<file path="config.mk">
export PLATFORM = sky130hd
export DESIGN_NAME = bank_switch_ctrl
export DESIGN_NICKNAME = d
export VERILOG_FILES = /design/src/rtl/bsw_pkg.sv /design/src/rtl/bsw_strobe.sv /design/src/rtl/bsw_seq.sv /design/src/rtl/bsw_bank.sv /design/src/rtl/bank_switch_ctrl.sv
export SDC_FILE = /design/constraint.sdc
export NUM_CORES = 1
export LEC_CHECK = 0
export ABC_AREA = 1
export ABC_CLOCK_PERIOD_IN_PS = 2830
export BUFFER_PORTS_ARGS = -buffer_cell sky130_fd_sc_hd__buf_2
export CAP_MARGIN = 15
export CORE_UTILIZATION = 50
export CTS_CLUSTER_DIAMETER = 80
export DETAILED_ROUTE_END_ITERATION = 8
export MAX_ROUTING_LAYER = met4
export PLACE_DENSITY_LB_ADDON = 0.2
export SYNTH_ARGS = -nofsm -noshare
export SYNTH_HDL_FRONTEND = slang
export SYNTH_SLANG_ARGS = --single-unit
</file>
<file path="constraint.sdc">
create_clock -name clk_i -period 2.83 [get_ports clk_i]
set_input_delay 0 -clock clk_i [delete_from_list [all_inputs] [get_ports clk_i]]
set_output_delay 0 -clock clk_i [all_outputs]
set_load 0.02 [all_outputs]
</file>
<file path="src/rtl/bsw_pkg.sv">
package bsw_pkg;
  localparam int SEQ_LEN   = 16;
  localparam int STEP_W    = $clog2(SEQ_LEN);
  localparam int DATA_STEP = 11;
  localparam int PIN_W     = 4;
  localparam int BANK_W    = 4;

  typedef struct packed {
    logic              en;
    logic [BANK_W-1:0] num;
  } sel_t;

  // expected A11..A8 per step; bit 0 is don't-care from DATA_STEP on
  function automatic logic [PIN_W-1:0] step_pattern(input logic [STEP_W-1:0] s);
    case (s)
      4'd0, 4'd2, 4'd6, 4'd7:        step_pattern = 4'b0101;
      4'd1, 4'd3, 4'd4, 4'd5, 4'd8:  step_pattern = 4'b1010;
      4'd9:                          step_pattern = 4'b0111;
      4'd10:                         step_pattern = 4'b1000;
      4'd11, 4'd12, 4'd13:           step_pattern = 4'b0100;
      default:                       step_pattern = 4'b1010;
    endcase
  endfunction

  function automatic logic [PIN_W-1:0] step_mask(input logic [STEP_W-1:0] s);
    step_mask = (s >= STEP_W'(DATA_STEP)) ? 4'b1110 : 4'b1111;
  endfunction
endpackage

</file>
<file path="src/rtl/bsw_strobe.sv">
module bsw_strobe #(
  parameter int ADDR_W = 4
) (
  input  logic              clk_i,
  input  logic              rst_ni,
  input  logic              ce_ni,
  input  logic              oe_ni,
  input  logic              we_ni,
  input  logic              pwr_ok_i,
  input  logic [ADDR_W-1:0] addr_i,
  output logic              rd_done_o,
  output logic [ADDR_W-1:0] addr_o
);
  logic              rd_now;
  logic              rd_q;
  logic [ADDR_W-1:0] addr_q;

  assign rd_now = pwr_ok_i & ~ce_ni & ~oe_ni & we_ni;

  always_ff @(posedge clk_i or negedge rst_ni) begin
    if (!rst_ni) begin
      rd_q   <= 1'b0;
      addr_q <= '0;
    end else begin
      rd_q <= rd_now;
      if (rd_now) addr_q <= addr_i;
    end
  end

  // read ends on CE or OE rise; a WE fall turns it into a write
  assign rd_done_o = rd_q & we_ni & pwr_ok_i & (ce_ni | oe_ni);
  assign addr_o    = addr_q;
endmodule

</file>
<file path="src/rtl/bsw_seq.sv">
module bsw_seq
  import bsw_pkg::*;
(
  input  logic             clk_i,
  input  logic             rst_ni,
  input  logic             pwr_ok_i,
  input  logic             rd_done_i,
  input  logic [PIN_W-1:0] addr_i,
  output logic             commit_o,
  output sel_t             sel_o
);
  localparam logic [STEP_W-1:0] LAST_STEP  = STEP_W'(SEQ_LEN - 1);
  localparam logic [STEP_W-1:0] FIRST_DATA = STEP_W'(DATA_STEP);

  logic [STEP_W-1:0] step_q;
  logic [BANK_W-1:0] code_q;
  logic              hit;

  assign hit = ((addr_i ^ step_pattern(step_q)) & step_mask(step_q)) == '0;

  always_ff @(posedge clk_i or negedge rst_ni) begin
    if (!rst_ni) begin
      step_q <= '0;
      code_q <= '0;
    end else if (!pwr_ok_i) begin
      step_q <= '0;
      code_q <= '0;
    end else if (rd_done_i) begin
      if (!hit || step_q == LAST_STEP) step_q <= '0;
      else                             step_q <= step_q + 1'b1;
      if (hit && step_q >= FIRST_DATA) code_q <= {code_q[BANK_W-2:0], addr_i[0]};
    end
  end

  assign commit_o  = rd_done_i & hit & (step_q == LAST_STEP);
  assign sel_o.en  = code_q[BANK_W-1];
  assign sel_o.num = {code_q[BANK_W-2:0], addr_i[0]};

  // tracker only moves on a completed read or a power drop
  p_idle_hold_r2: assert property (@(posedge clk_i) disable iff (!rst_ni)
    ($past(pwr_ok_i) && !$past(rd_done_i)) |-> $stable(step_q));

  // tracker steps forward by one or falls back to zero
  p_step_walk_r3: assert property (@(posedge clk_i) disable iff (!rst_ni)
    !$stable(step_q) |-> (step_q == '0 || step_q == $past(step_q) + STEP_W'(1)));

  // power drop clears the tracker
  p_pwr_step_r9: assert property (@(posedge clk_i) disable iff (!rst_ni)
    !pwr_ok_i |=> step_q == '0);
endmodule

</file>
<file path="src/rtl/bsw_bank.sv">
module bsw_bank
  import bsw_pkg::*;
#(
  parameter int NUM_BANKS = 16
) (
  input  logic              clk_i,
  input  logic              rst_ni,
  input  logic              pwr_ok_i,
  input  logic              commit_i,
  input  sel_t              sel_i,
  output logic              active_o,
  output logic [BANK_W-1:0] bank_o
);
  localparam logic [BANK_W:0] LIMIT = (BANK_W + 1)'(NUM_BANKS);

  logic accept;

  generate
    if (NUM_BANKS >= (1 << BANK_W)) begin : g_full
      assign accept = sel_i.en;
    end else begin : g_part
      assign accept = sel_i.en && ({1'b0, sel_i.num} < LIMIT);
    end
  endgenerate

  always_ff @(posedge clk_i or negedge rst_ni) begin
    if (!rst_ni) begin
      active_o <= 1'b0;
      bank_o   <= '0;
    end else if (!pwr_ok_i) begin
      active_o <= 1'b0;
      bank_o   <= '0;
    end else if (commit_i) begin
      active_o <= accept;
      bank_o   <= accept ? sel_i.num : '0;
    end
  end

  // never drives a bank that is not fitted
  p_in_range_r10: assert property (@(posedge clk_i) disable iff (!rst_ni)
    active_o |-> ({1'b0, bank_o} < LIMIT));

  // idle output reads zero
  p_off_zero_r11: assert property (@(posedge clk_i) disable iff (!rst_ni)
    !active_o |-> bank_o == '0);

  // supply loss drops the selection
  p_pwr_clear_r9: assert property (@(posedge clk_i) disable iff (!rst_ni)
    !pwr_ok_i |=> !active_o);
endmodule

</file>
<file path="src/rtl/bank_switch_ctrl.sv">
module bank_switch_ctrl
  import bsw_pkg::*;
#(
  parameter int NUM_BANKS = 16
) (
  input  logic              clk_i,
  input  logic              rst_ni,
  input  logic              ce_ni,
  input  logic              oe_ni,
  input  logic              we_ni,
  input  logic [PIN_W-1:0]  addr_hi_i,
  input  logic              pwr_ok_i,
  output logic              bank_active_o,
  output logic [BANK_W-1:0] bank_o
);
  logic             rd_done;
  logic [PIN_W-1:0] rd_addr;
  logic             commit;
  sel_t             sel;

  bsw_strobe #(.ADDR_W(PIN_W)) u_strobe (
    .clk_i    (clk_i),
    .rst_ni   (rst_ni),
    .ce_ni    (ce_ni),
    .oe_ni    (oe_ni),
    .we_ni    (we_ni),
    .pwr_ok_i (pwr_ok_i),
    .addr_i   (addr_hi_i),
    .rd_done_o(rd_done),
    .addr_o   (rd_addr)
  );

  bsw_seq u_seq (
    .clk_i    (clk_i),
    .rst_ni   (rst_ni),
    .pwr_ok_i (pwr_ok_i),
    .rd_done_i(rd_done),
    .addr_i   (rd_addr),
    .commit_o (commit),
    .sel_o    (sel)
  );

  bsw_bank #(.NUM_BANKS(NUM_BANKS)) u_bank (
    .clk_i    (clk_i),
    .rst_ni   (rst_ni),
    .pwr_ok_i (pwr_ok_i),
    .commit_i (commit),
    .sel_i    (sel),
    .active_o (bank_active_o),
    .bank_o   (bank_o)
  );

  // outputs move only after a completed sequence or a power drop
  p_change_on_commit_r6: assert property (@(posedge clk_i) disable iff (!rst_ni)
    !$stable({bank_active_o, bank_o}) |-> ($past(commit) || !$past(pwr_ok_i)));
endmodule

</file>
-- After elaboration in Yosys (flattened, before gate mapping)
Memory sizes are Yosys's and may differ from the RTL's.
Cells that the tools add are included.
- add/sub/neg operators: 1
- $mul: 0
- div/mod/pow operators: 0
- order comparisons: 1
- equality and inequality tests: 4
- shifts and indexed selects: 0
- multiplexer cells: 12
- bitwise logic cells: 13
- reductions and logical operators: 5
- operators with widths (cell ; number):
    two-way mux 4 bit ; 9
    AND 1 bit ; 8
    inequality test 2 x 1 -> 1 bit, second input constant ; 3
    adder 4 x 1 -> 4 bit, second input constant ; 1
    AND 4 bit ; 1
    == test 4 bit, second input constant ; 1
    greater-or-equal comparator 4 bit, second input constant ; 1
    zero test 4 bit ; 1
    bitwise XOR 4 bit ; 1
    two-way mux 1 bit ; 3
    NOT 1 bit ; 2
    AND reduction 2 bit ; 1
    logical AND 1 bit ; 1
    zero test 1 bit ; 1
    logical OR 1 bit ; 1
    bitwise OR 1 bit ; 1
- register bits: 18
- latch bits: 0
- bits in writable memories: 0
- ROM bits: 64
- input bits: 10
- output and inout bits: 5
- logic and storage cells: 43
- memories: 1
- memories (memory ; words ; bits a word ; rd ports ; clocked after memory_dff ; wr ports ; RTL line ; text):
    (name not given) ; 16 ; 4 ; 1 ; 0 ; 0 ; bsw_pkg.sv:15 ; case (s)

-- Depth between registers and ports, before layout
- depth after elaboration: 9
- mapped depth: 11
- depth with buffers taken out: 11

-- Modules after synthesis
A second synthesis with hierarchy kept.
- cells, all modules: 133
- area, all modules: 1047.3 µm²
- by module, submodules not included (module ; instances ; cells an instance ; area each (µm²) ; seq. area each (µm²)):
    bsw_seq ; 1 ; 88 ; 628.1 ; 200.2
    bsw_strobe ; 1 ; 23 ; 216.5 ; 125.1
    bsw_bank ; 1 ; 22 ; 202.7 ; 125.1

-- Least setup slack after synthesis
Ideal clock, no wire load.
- kind: flip-flop to flip-flop
- start: reg u_seq.step_q[2]
- end: reg u_bank.bank_o[0]
- setup time: 0.117 ns
- arrival: 1.483 ns
- required time: 2.713 ns
- path slack: 1.230 ns
- cell stages (with the launch flop): 9
- period minus slack after synthesis: 1.600 ns
- cells stage by stage: dfrtp_1 ha_1 or2_1 nand3_1 nand2_1 nor2_4 nand4_1 nand3_1 nand2_1
- word-level cells in the longest chain between the ends: 7
- elaborated cells on any way between the ends: 10
- those cells by class: order compare (1); eq/ne (2); mux (1); bitwise (4); reduce/logical (1); memory (1)
- RTL lines (element ; RTL line ; text):
    from (decl) ; bsw_seq.sv:15 ; logic [STEP_W-1:0] step_q;
    from (signal assigned) ; bsw_seq.sv:30 ; else step_q <= step_q + 1'b1;
    memory read (16 x 4 bit) / greater-or-equal comparator 4 bit (equally long branches) ; - ;
    bitwise XOR 4 bit / two-way mux 1 bit (equally long branches) ; bsw_seq.sv:19, bsw_pkg.sv:26 ;
    AND 4 bit ; bsw_seq.sv:19 ; assign hit = ((addr_i ^ step_pattern(step_q)) & step_mask(step_q)) == '0;
    zero test 4 bit ; bsw_seq.sv:19 ;
    AND 1 bit ; bsw_seq.sv:35 ; assign commit_o = rd_done_i & hit & (step_q == LAST_STEP);
    AND 1 bit (*) ; bsw_seq.sv:35 ;
    inequality test 2 x 1 -> 1 bit (no line) (*) ; - ;
    to (signal assigned) ; bsw_bank.sv:35 ; bank_o <= accept ? sel_i.num : '0;
    to (decl) ; bsw_bank.sv:12 ; output logic [BANK_W-1:0] bank_o
Mark *: on every way between the ends. The rest lies on a longest branch, timed or not.
A chain may end at the register's enable or synchronous reset.

-- Final worst setup path
- start: reg u_seq.step_q[1]
- end: reg u_bank.bank_o[3]
Same word-level chain as after synthesis.

==> impl_metrics.tcl <==
set metrics [dict create \
    post-dp-hpwl_um 1260 \
    synth_edf_count 0 \
    grt_overflow 0 \
    slowest_stage "dfrtp_1" \
    rsz0062_at_grt "false" \
    io_buffer_count 14 \
    ys_seq_area_share_pct 47.8 \
    fin_skew_ns 0.000773 \
    syn_inst 119 \
    status "finished, final reports clean" \
    r2r_start "u_seq.step_q[1]" \
    gp_congestion 0.765 \
    synthAdderAreaFrac_pct 3.98 \
    crit_fanout 5 \
    insertedDiodeCount 0 \
    fp-row-count 15 \
    setup-tns-final_ns 0 \
    cts_buffers 3 \
    ys_async_sr_fraction_pct 100 \
    fin_crit_ns 1.80 \
    cp_cell_sequence "ha_1 > or2_1 > nand3_1 > nand2_1 > nor2_4 > nand4_1 > nand3_1 > nand2_1" \
    place_ws_ns 1.06 \
    setup_ws_ns 1.03 \
    syn_avg_cell_area_sq_um 7.92 \
    reg2reg_slack_ns 1.03 \
    clock_latency_ns 0.29 \
    drt_pass1_iterations 4 \
    grt_max_degree 19 \
    synthesis.nets 132 \
    hold_start "ce_ni" \
    netlist_area_sq_um 942 \
    synth_area_leader_cell "dfrtp_1" \
    tightest_slew_ns 0.503 \
    die_y_um 45.4 \
    startpoint "u_seq.step_q[1]" \
    synthXorXnorAreaFrac_pct 0.930 \
    drc_errors 0 \
    ys_seq_elements 18 \
    synth.top_cell.area_share_pct 47.8 \
    cts.sinks 18 \
    clkPwrFrac_pct 32.8 \
    p_leak_nw 0.600 \
    post_cts_resize_count 0 \
    synth_cell_types 21 \
    max_freq_mhz 554 \
    boundaryPins 15 \
    wl_per_cell_um 10.7 \
    setup_viol 0 \
    hold_depth 4 \
    vias 807 \
    synth-simple-area-share_pct 34.0 \
    crit_buf_inv 0 \
    synth_flop_cell "dfrtp_1" \
    max_stage_delay_ns 0.43 \
    cts_hold_buf 5 \
    grt_use_total_pct 21.6 \
    root_buffer "clkbuf_4" \
    hold_viol_final 0 \
    clkTransAtPathRegs_ns 0.10 \
    rr_endpoint "u_bank.bank_o[3]" \
    endpoint_kind "register" \
    ctsLongestPathBuffers 2 \
    antenna_found_initial 0 \
    core-area_sq_um 1750 \
    post_cts.repair.setup_buffers 0 \
    synth-compound-area-share_pct 6.24 \
    min_to "u_strobe.rd_q" \
    start_util_pct 54.0 \
    power_density_nw_per_um2 435 \
    slew_headroom_pct 66.1 \
    nNetsFinal 155 \
    area_growth_pct 19.5 \
    synthMuxAreaShare_pct 1.06 \
    sw_frac_of_total_pct 24.9 \
    seqPwrFrac_pct 56.6 \
    critical_path_class "register to register" \
    maxCapViolCount 0 \
    grt_pass1_wl_um 3080 \
    synth_top_family_by_area "simple AND/OR/NAND/NOR gates" \
    first_iter_violations 23 \
    cts_tree "built" \
    synth_area_leaders "dfrtp_1 (48%), nand2_1 (17%), nand3_1 (6.9%), inv_1 (4.4%), ha_1 (4.0%)" \
    min_path_type "input port to register" \
    crit_required_ns 3.03 \
    postRouteAntennaNets 0 \
    start_kind "register" \
    arrival_ns 2.00 \
    rr_worst_depth 8 \
    drive_above_1_share_pct 17.0 \
    htreeDepth 1 \
    final.period_utilization_pct 63.8 \
    internal-power_w 0.000368 \
    p_comb_share_pct 10.7 \
    die_area_sq_um 2060 \
    seqCellArea_sq_um 450 \
    num-fill-cells 161 \
    switching_power_w 0.000122 \
    multiInputGateArea_sq_um 435 \
    finalMaxSlewViolations 0 \
    ir_worst_vdd_mv 0.316 \
    wl_um 1780 \
    grt_pass1_vias 730 \
    vias_per_cell 4.86 \
    die_w_um 45.4 \
    synth_warnings 0 \
    critPathTopFamily "simple AND/OR/NAND/NOR gates" \
]
cell families after synthesis:
family,count (synthesis)
fa+ha+maj,3
compound gates,11
mux,1
buf+inv,15
xor+xnor,1
flops,18
simple gates,70
state kept, by name, indices dropped and copies added (netlist names):
signal / count
u_strobe.rd_q: 1
u_bank.active_o: 1
u_seq.code_q: 4
u_seq.step_q: 4
u_strobe.addr_o: 4
u_bank.bank_o: 4
placed cells by master, fill, tap and decap left out, drive strengths merged:
master,count
a21oi,1
nand3b,1
ha,3
buf,14
o21ai,7
dfrtp,18
mux2i,1
nand2,42
nand4,3
xor2,1
nand3,14
clkinv,1
dlygate4sd3,5
clkbuf,4
o22ai,3
nor2,9
inv,13
or2,1
area by class of cell:
class,instances,share of cell area [%]
tap,25,2.78
inverter,14,4.67
multi-input combinational,86,38.7
sequential,18,40.0
clock buffer,4,3.22
timing repair buffer,19,10.7
cells in the mapped netlist (2+ instances only):
| master | n |
|---|---|
| inv_2 | 2 |
| inv_1 | 11 |
| dfrtp_1 | 18 |
| nor2_4 | 2 |
| nand3_1 | 13 |
| nand4_1 | 2 |
| o21ai_0 | 3 |
| nand2_1 | 42 |
| o22ai_1 | 3 |
| nor2_1 | 7 |
| o21ai_1 | 4 |
| ha_1 | 3 |
worst max path at each step:
stage,slack [ns],endpoint,depth (start not counted)
2_1_floorplan,1.23,u_bank.bank_o[0],8
4_1_cts,1.02,u_bank.bank_o[0],8
3_5_place_dp,1.06,u_bank.bank_o[3],8
5_1_grt,0.84,u_bank.bank_o[0],8
6_report,1.03,u_bank.bank_o[3],8
3_3_place_gp,1.10,u_bank.bank_o[3],8
per-layer routing:
metal,global-route usage (%),up-vias,wire (um)
met5,-,-,0
met4,10.3,0,29
met3,2.38,4,58
met2,32.6,23,829
met1,28.9,353,864
li1,-,427,-
per-stage QoR:
| step | cell area (sq um) | total power, W | utilization, % | cells | hold slack [ns] |
|---|---|---|---|---|---|
| after floorplan | 942 | 0.000311 | - | 119 | -0.296 |
| final | 1130 | 0.000490 | 64.5 | 166 | 0.0231 |
| after detailed placement | 1040 | 0.000329 | 59.6 | 157 | -0.0482 |
| after global routing | 1130 | 0.000513 | 64.5 | 166 | 0.0669 |
| after CTS | 1130 | 0.000495 | 64.5 | 166 | 0.0233 |
| after global placement | 1040 | 0.000328 | 59.6 | 157 | -0.0504 |
power by group through the flow:
| stage | clock network, W | logic, W | registers (W) |
|---|---|---|---|
| final | 0.000160 | 0.0000522 | 0.000277 |
| after global routing | 0.000172 | 0.0000613 | 0.000279 |
| after CTS | 0.000165 | 0.0000530 | 0.000277 |
| after detailed placement | 0 | 0.0000474 | 0.000282 |
| after global placement | 0 | 0.0000458 | 0.000282 |
| after floorplan | 0 | 0.0000306 | 0.000280 |
worst register-to-register path: stages (launching register included):
cell and delay (ns):
dfrtp_1 0.43, ha_1 0.30, or2_1 0.24, nand3_1 0.09, nand2_1 0.09, nor2_4 0.14
nand4_1 0.22, nand3_1 0.15, nand2_1 0.06
Power figures use the tool's default switching activity.
